**src/rtl/uart_dma_pkg.sv**
```systemverilog
package uart_dma_pkg;

    typedef enum logic [1:0] {
        TRG_ONE      = 2'd0,
        TRG_FOUR     = 2'd1,
        TRG_EIGHT    = 2'd2,
        TRG_FOURTEEN = 2'd3
    } trig_sel_e;

    // Causes that may start a receive request.
    typedef struct packed {
        logic level_rise;
        logic timeout;
    } rx_cause_t;

    // Causes that may start a transmit request.
    typedef struct packed {
        logic drained;
        logic released;
    } tx_cause_t;

    function automatic int unsigned trig_chars(input trig_sel_e sel);
        case (sel)
            TRG_ONE:   return 1;
            TRG_FOUR:  return 4;
            TRG_EIGHT: return 8;
            default:   return 14;
        endcase
    endfunction

    // Threshold limited to what the FIFO can actually hold.
    function automatic int unsigned trig_clamped(input trig_sel_e sel, input int unsigned depth);
        int unsigned t;
        t = trig_chars(sel);
        return (t > depth) ? depth : t;
    endfunction

endpackage

```
**src/rtl/udr_rise_det.sv**
```systemverilog
module udr_rise_det #(
    parameter int WIDTH = 1
) (
    input  logic             clk,
    input  logic             rst,
    input  logic [WIDTH-1:0] sig,
    output logic [WIDTH-1:0] rise
);
    logic [WIDTH-1:0] sig_q;

    always_ff @(posedge clk) begin
        if (rst) sig_q <= '0;
        else     sig_q <= sig;
    end

    for (genvar i = 0; i < WIDTH; i++) begin : g_bit
        assign rise[i] = sig[i] & ~sig_q[i];
    end
endmodule

```
**src/rtl/udr_rx_path.sv**
```systemverilog
module udr_rx_path
    import uart_dma_pkg::*;
#(
    parameter int FIFO_DEPTH = 16,
    localparam int LVL_W = $clog2(FIFO_DEPTH + 1)
) (
    input  logic             clk,
    input  logic             rst,
    input  logic             fifo_en,
    input  trig_sel_e        trig_sel,
    input  logic [LVL_W-1:0] rx_level,
    input  logic             rx_head_err,
    input  logic             rx_timeout,
    output rx_cause_t        cause
);
    logic [LVL_W-1:0] thresh;
    logic             ok_to_req;
    logic             level_met;
    logic             cond;
    logic             cond_rise;

    always_comb begin
        thresh    = LVL_W'(trig_clamped(trig_sel, FIFO_DEPTH));
        ok_to_req = fifo_en & ~rx_head_err;
        level_met = (rx_level >= thresh);
        cond      = ok_to_req & level_met;
    end

    udr_rise_det #(.WIDTH(1)) u_cond_edge (
        .clk  (clk),
        .rst  (rst),
        .sig  (cond),
        .rise (cond_rise)
    );

    always_comb begin
        cause.level_rise = cond_rise;
        cause.timeout    = ok_to_req & rx_timeout;
    end
endmodule

```
**src/rtl/udr_tx_path.sv**
```systemverilog
module udr_tx_path
    import uart_dma_pkg::*;
(
    input  logic      clk,
    input  logic      rst,
    input  logic      fifo_en,
    input  logic      tx_empty,
    input  logic      tx_load,
    input  logic      tx_run,
    output tx_cause_t cause
);
    logic run_rise;

    udr_rise_det #(.WIDTH(1)) u_run_edge (
        .clk  (clk),
        .rst  (rst),
        .sig  (tx_run),
        .rise (run_rise)
    );

    always_comb begin
        cause.drained  = fifo_en & tx_load & tx_empty;
        cause.released = fifo_en & run_rise;
    end
endmodule

```
**src/rtl/uart_dma_req_gen.sv**
```systemverilog
module uart_dma_req_gen
    import uart_dma_pkg::*;
#(
    parameter int FIFO_DEPTH = 16,
    localparam int LVL_W = $clog2(FIFO_DEPTH + 1)
) (
    input  logic             clk,
    input  logic             rst,
    input  logic             fifo_en,
    input  logic [1:0]       trig_sel,
    input  logic [LVL_W-1:0] rx_level,
    input  logic             rx_head_err,
    input  logic             rx_timeout,
    input  logic             tx_empty,
    input  logic             tx_load,
    input  logic             tx_run,
    output logic             rx_dma_req,
    output logic             tx_dma_req
);
    rx_cause_t rx_cause;
    tx_cause_t tx_cause;
    trig_sel_e sel;

    assign sel = trig_sel_e'(trig_sel);

    udr_rx_path #(.FIFO_DEPTH(FIFO_DEPTH)) u_rx (
        .clk         (clk),
        .rst         (rst),
        .fifo_en     (fifo_en),
        .trig_sel    (sel),
        .rx_level    (rx_level),
        .rx_head_err (rx_head_err),
        .rx_timeout  (rx_timeout),
        .cause       (rx_cause)
    );

    udr_tx_path u_tx (
        .clk      (clk),
        .rst      (rst),
        .fifo_en  (fifo_en),
        .tx_empty (tx_empty),
        .tx_load  (tx_load),
        .tx_run   (tx_run),
        .cause    (tx_cause)
    );

    // Registered request stage: pulses leave one cycle after their cause.
    always_ff @(posedge clk) begin
        if (rst) begin
            rx_dma_req <= 1'b0;
            tx_dma_req <= 1'b0;
        end else begin
            rx_dma_req <= |rx_cause;
            tx_dma_req <= |tx_cause;
        end
    end
endmodule

```
**config.mk**
```make
export PLATFORM = sky130hd
export DESIGN_NAME = uart_dma_req_gen
export DESIGN_NICKNAME = d
export VERILOG_FILES = /design/src/rtl/uart_dma_pkg.sv /design/src/rtl/udr_rise_det.sv /design/src/rtl/udr_rx_path.sv /design/src/rtl/udr_tx_path.sv /design/src/rtl/uart_dma_req_gen.sv
export SDC_FILE = /design/constraint.sdc
export NUM_CORES = 1
export LEC_CHECK = 0
export BUFFER_PORTS_ARGS = -buffer_cell sky130_fd_sc_hd__buf_4
export CAP_MARGIN = 20
export CORE_AREA = 2 2 39 41
export CTS_CLUSTER_SIZE = 40
export DETAILED_ROUTE_END_ITERATION = 8
export DIE_AREA = 0 0 41 43
export PLACE_DENSITY = 0.44
export SLEW_MARGIN = 20
export SYNTH_ARGS = -nofsm -noshare
export SYNTH_HDL_FRONTEND = slang
export SYNTH_SLANG_ARGS = --single-unit
```
**constraint.sdc**
```tcl
create_clock -name clk -period 1 [get_ports clk]
set_clock_uncertainty 0.15 [all_clocks]
set_input_delay 0.05 -clock clk [delete_from_list [all_inputs] [get_ports clk]]
set_output_delay 0.05 -clock clk [all_outputs]
set_load 0.05 [all_outputs]
```
==> impl_results.md <==
- Dpl cells: between 60 and 70
- Yosys warns: 0
- # Post-CTS Setup Buffers: 0
- Die X: ~40 um
- WHS Endpoint: tx_dma_req
- PD cells: roughly 1100 nW/um2
- CTS Buffer Depth: 2
- Syn Area/Cell: roughly 9.0 um2
- Pre-CTS WS: -0.1954 ns
- DR iter-0 viols: 2
- All-Layer GR Usage: under 10%
- Seq/Total Area, Yosys: 31.68%
- Initial Util: between 10% and 20%
- Layout cells sized above 1: roughly 58%
- Fin. max-slew vios: 0
- Worst-margin pin slew: approximately 0.22 ns
- Root Buffer Master: clkbuf_4
- Setup ws final: between 0.02 and 0.03 ns
- Clk slew on worst S/H paths: 0.04 ns
- Pleak: between 0.2 and 0.25 nW
- Failing checks: negative hold slack
- IO Pins: 17
- Cell count of the worst reg-to-reg path: 3
- Port-buffer cells: 16
- DIE AREA: ~1800 um2
- Critical Path RT: around 1 ns
- Worst-path maximum fanout: 2
- Gr ovfl total: 0
- Core Area: approximately 1400 um2
- Slew HR: 84.94%
- Worst hold path depth: 2
- # DRC: 0
- CP cell instances: dlygate4sd3_1 -> buf_4 -> a22oi_2 -> nor3b_2
- Hold wc startpoint: rst
- GRT met1 Usage: 7.348%
- # fillers: around 150
- Row cnt: 14
- First-pass GRT wire length: ~950 um
- Detail Placement HPWL: between 500 and 600 um
- Drt total wl: approximately 690 um
- R2r startpoint: u_rx.u_cond_edge.sig_q
- Hold_ws: -0.1545 ns
- CP endpoint kind: flip-flop
- Final period utilization: roughly 97%
- Hold Vio Cnt, Final: 3
- Worst hold-check path type: input pin to flip-flop
- Antenna diodes: 0
- Synth Register Bits: 4
- Post-CTS Hold Fix Bufs: 2
- Initial antenna violation count: 0
- Num Clock Sinks: 4
- Startpoint types: input pin
- Syn nets: between 40 and 50
- Reg2reg setup slack: roughly 0.10 ns
- WS Path Type: input pin to flip-flop
- Vias after detailed routing: approximately 300
- Peak VDD IR: about 0.44 mV
- RSZ-0062 raised after global routing: no
- Max-cap violations: 0
- Antenna viol nets, final: 0
- CP max stage cell: dlygate4sd3_1
- H-tree depth: 1
- R2r endpoint: rx_dma_req
- Met3 GRT Util: under 10%
- Reg area: between 80 and 90 um2
- Final setup viols: 0
- CP peak stage delay: roughly 0.54 ns
- Post-Syn Area: 252.7 um2
- First drt pass iteration count: 2
- Yosys cell types: 18
- Min cycle time layout: between 0.9 and 1 ns
- Area Growth Syn to Fin: 92.57%
- Num CTS Buffers: 3
- Die height: roughly 43 um
- Busiest grt layer: met2
- GP Congestion: roughly 0.6
- Post-DR vias/cell: 4.338
- CTS tree: built
- Maximum number of pins on one net before global-route repair: 4
- Critical path data arrival time: about 0.95 ns
- Cell Count, Final, Fillers Out: 68
- Mapped Cells: 28
- M2 GR Usage: between 10 and 15%
- Layout net count: 73
- Number of global-route vias before repair: approximately 270
- Maximum clock frequency: slightly above 1000 MHz
- WL/cell: approximately 10 um
- Status: finished, violations left
- Clock Latency Late Sink: around 0.24 ns
- Area occupied by multi-input gates: roughly 190 um2
[metal layers]
layer | vias to the layer above | share of wire, %
met5 | - | 0
met2 | 19 | 48
met1 | 130 | 36
li1 | 146 | -
met4 | 0 | 0
met3 | 0 | 16
[registers in the layout, summed over array words and instances (netlist names)]
| signal | flops |
|---|---|
| rx_dma_req | 1 |
| u_tx.u_run_edge.sig_q | 1 |
| u_rx.u_cond_edge.sig_q | 1 |
| tx_dma_req | 1 |
[where the power goes]
group          internal [mW]  leakage (nW)  switching (mW)
logic                 0.0913         0.191          0.0644
registers              0.169        0.0329         0.00212
clock network          0.135        0.0138          0.0729
[worst max-delay path by stage]
stage / start / endpoint / slack, ns / cells after the start
6_report: tx_run / tx_dma_req / 0.03 / 4
5_1_grt: tx_run / tx_dma_req / 0.01 / 4
4_1_cts: tx_run / tx_dma_req / 0.01 / 4
3_5_place_dp: trig_sel[1] / u_rx.u_cond_edge.sig_q / -0.20 / 6
3_3_place_gp: trig_sel[1] / u_rx.u_cond_edge.sig_q / -0.18 / 6
2_1_floorplan: trig_sel[1] / u_rx.u_cond_edge.sig_q / 0.02 / 5
[cells by family after synthesis]
group,synth area share (%)
and+or+nand+nor,21.29
DFF,31.68
buffers and inverters,5.939
adders and majority gates,19.80
AOI/OAI and AO/OA,21.29
[placed cells by master (no fill, tap or decap), drive strengths merged]
cell type and count:
nor2 2, a21oi 1, a31oi 1, nand2 1, inv 4, ha 4
nand2b 1, and2b 1, clkbuf 3, dlygate4sd3 2, buf 19, nor3b 2
o21ai 2, a21o 1, o31ai 1, nand3b 1, o21ba 1, dfxtp 4
a22oi 1
[layout make-up]
type | count | share of cell area (%)
Clock buffer | 3 | 4.627
Timing Repair Buffer | 21 | 33.42
Inverter | 4 | 3.085
Sequential cell | 4 | 16.45
Multi-Input combinational cell | 20 | 38.30
Tap cell | 16 | 4.113
[cells in the mapped netlist]
| master | number | area [um2] |
|---|---|---|
| a21o_1 | 1 | 7.510 |
| a21oi_1 | 1 | 5.000 |
| a22oi_1 | 1 | 7.510 |
| a31oi_1 | 1 | 6.260 |
| and2b_2 | 1 | 8.760 |
| dfxtp_1 | 4 | 80.08 |
| ha_1 | 4 | 50.05 |
| inv_1 | 4 | 15.01 |
| nand2_1 | 1 | 3.750 |
| nand2b_1 | 1 | 6.260 |
| nand3b_1 | 1 | 7.510 |
| nor2_1 | 2 | 7.510 |
| nor3b_1 | 1 | 7.510 |
| nor3b_2 | 1 | 12.51 |
| o21ai_0 | 1 | 5.000 |
| o21ai_1 | 1 | 5.000 |
| o21ba_2 | 1 | 10.01 |
| o31ai_1 | 1 | 7.510 |
[worst max-delay path: cells and delay by family]
kind                   cells  cell delay [ns]
buffers and inverters      2             0.68
AND/OR/NAND/NOR            1             0.06
AO/OA/AOI/OAI              1             0.16
[what timing repair did]
action,4_1_cts,5_1_grt
setup endpoints to repair,0,3
hold endpoints to repair,4,3
resized for setup,0,4
[metrics by stage]
| step | util [%] | total power, mW | setup TNS, ns | area, um2 |
|---|---|---|---|---|
| after global routing | 35.17 | 0.5783 | 0 | 486.7 |
| after CTS | 34.00 | 0.5373 | 0 | 470.5 |
| after global placement | 30.92 | 0.3156 | -0.3474 | 427.9 |
| after floorplan | - | 0.2375 | 0 | 265.3 |
| after detailed placement | 30.92 | 0.3139 | -0.3838 | 427.9 |
| final | 35.17 | 0.5342 | 0 | 486.7 |
No activity file was read; power rests on OpenSTA's default activity.
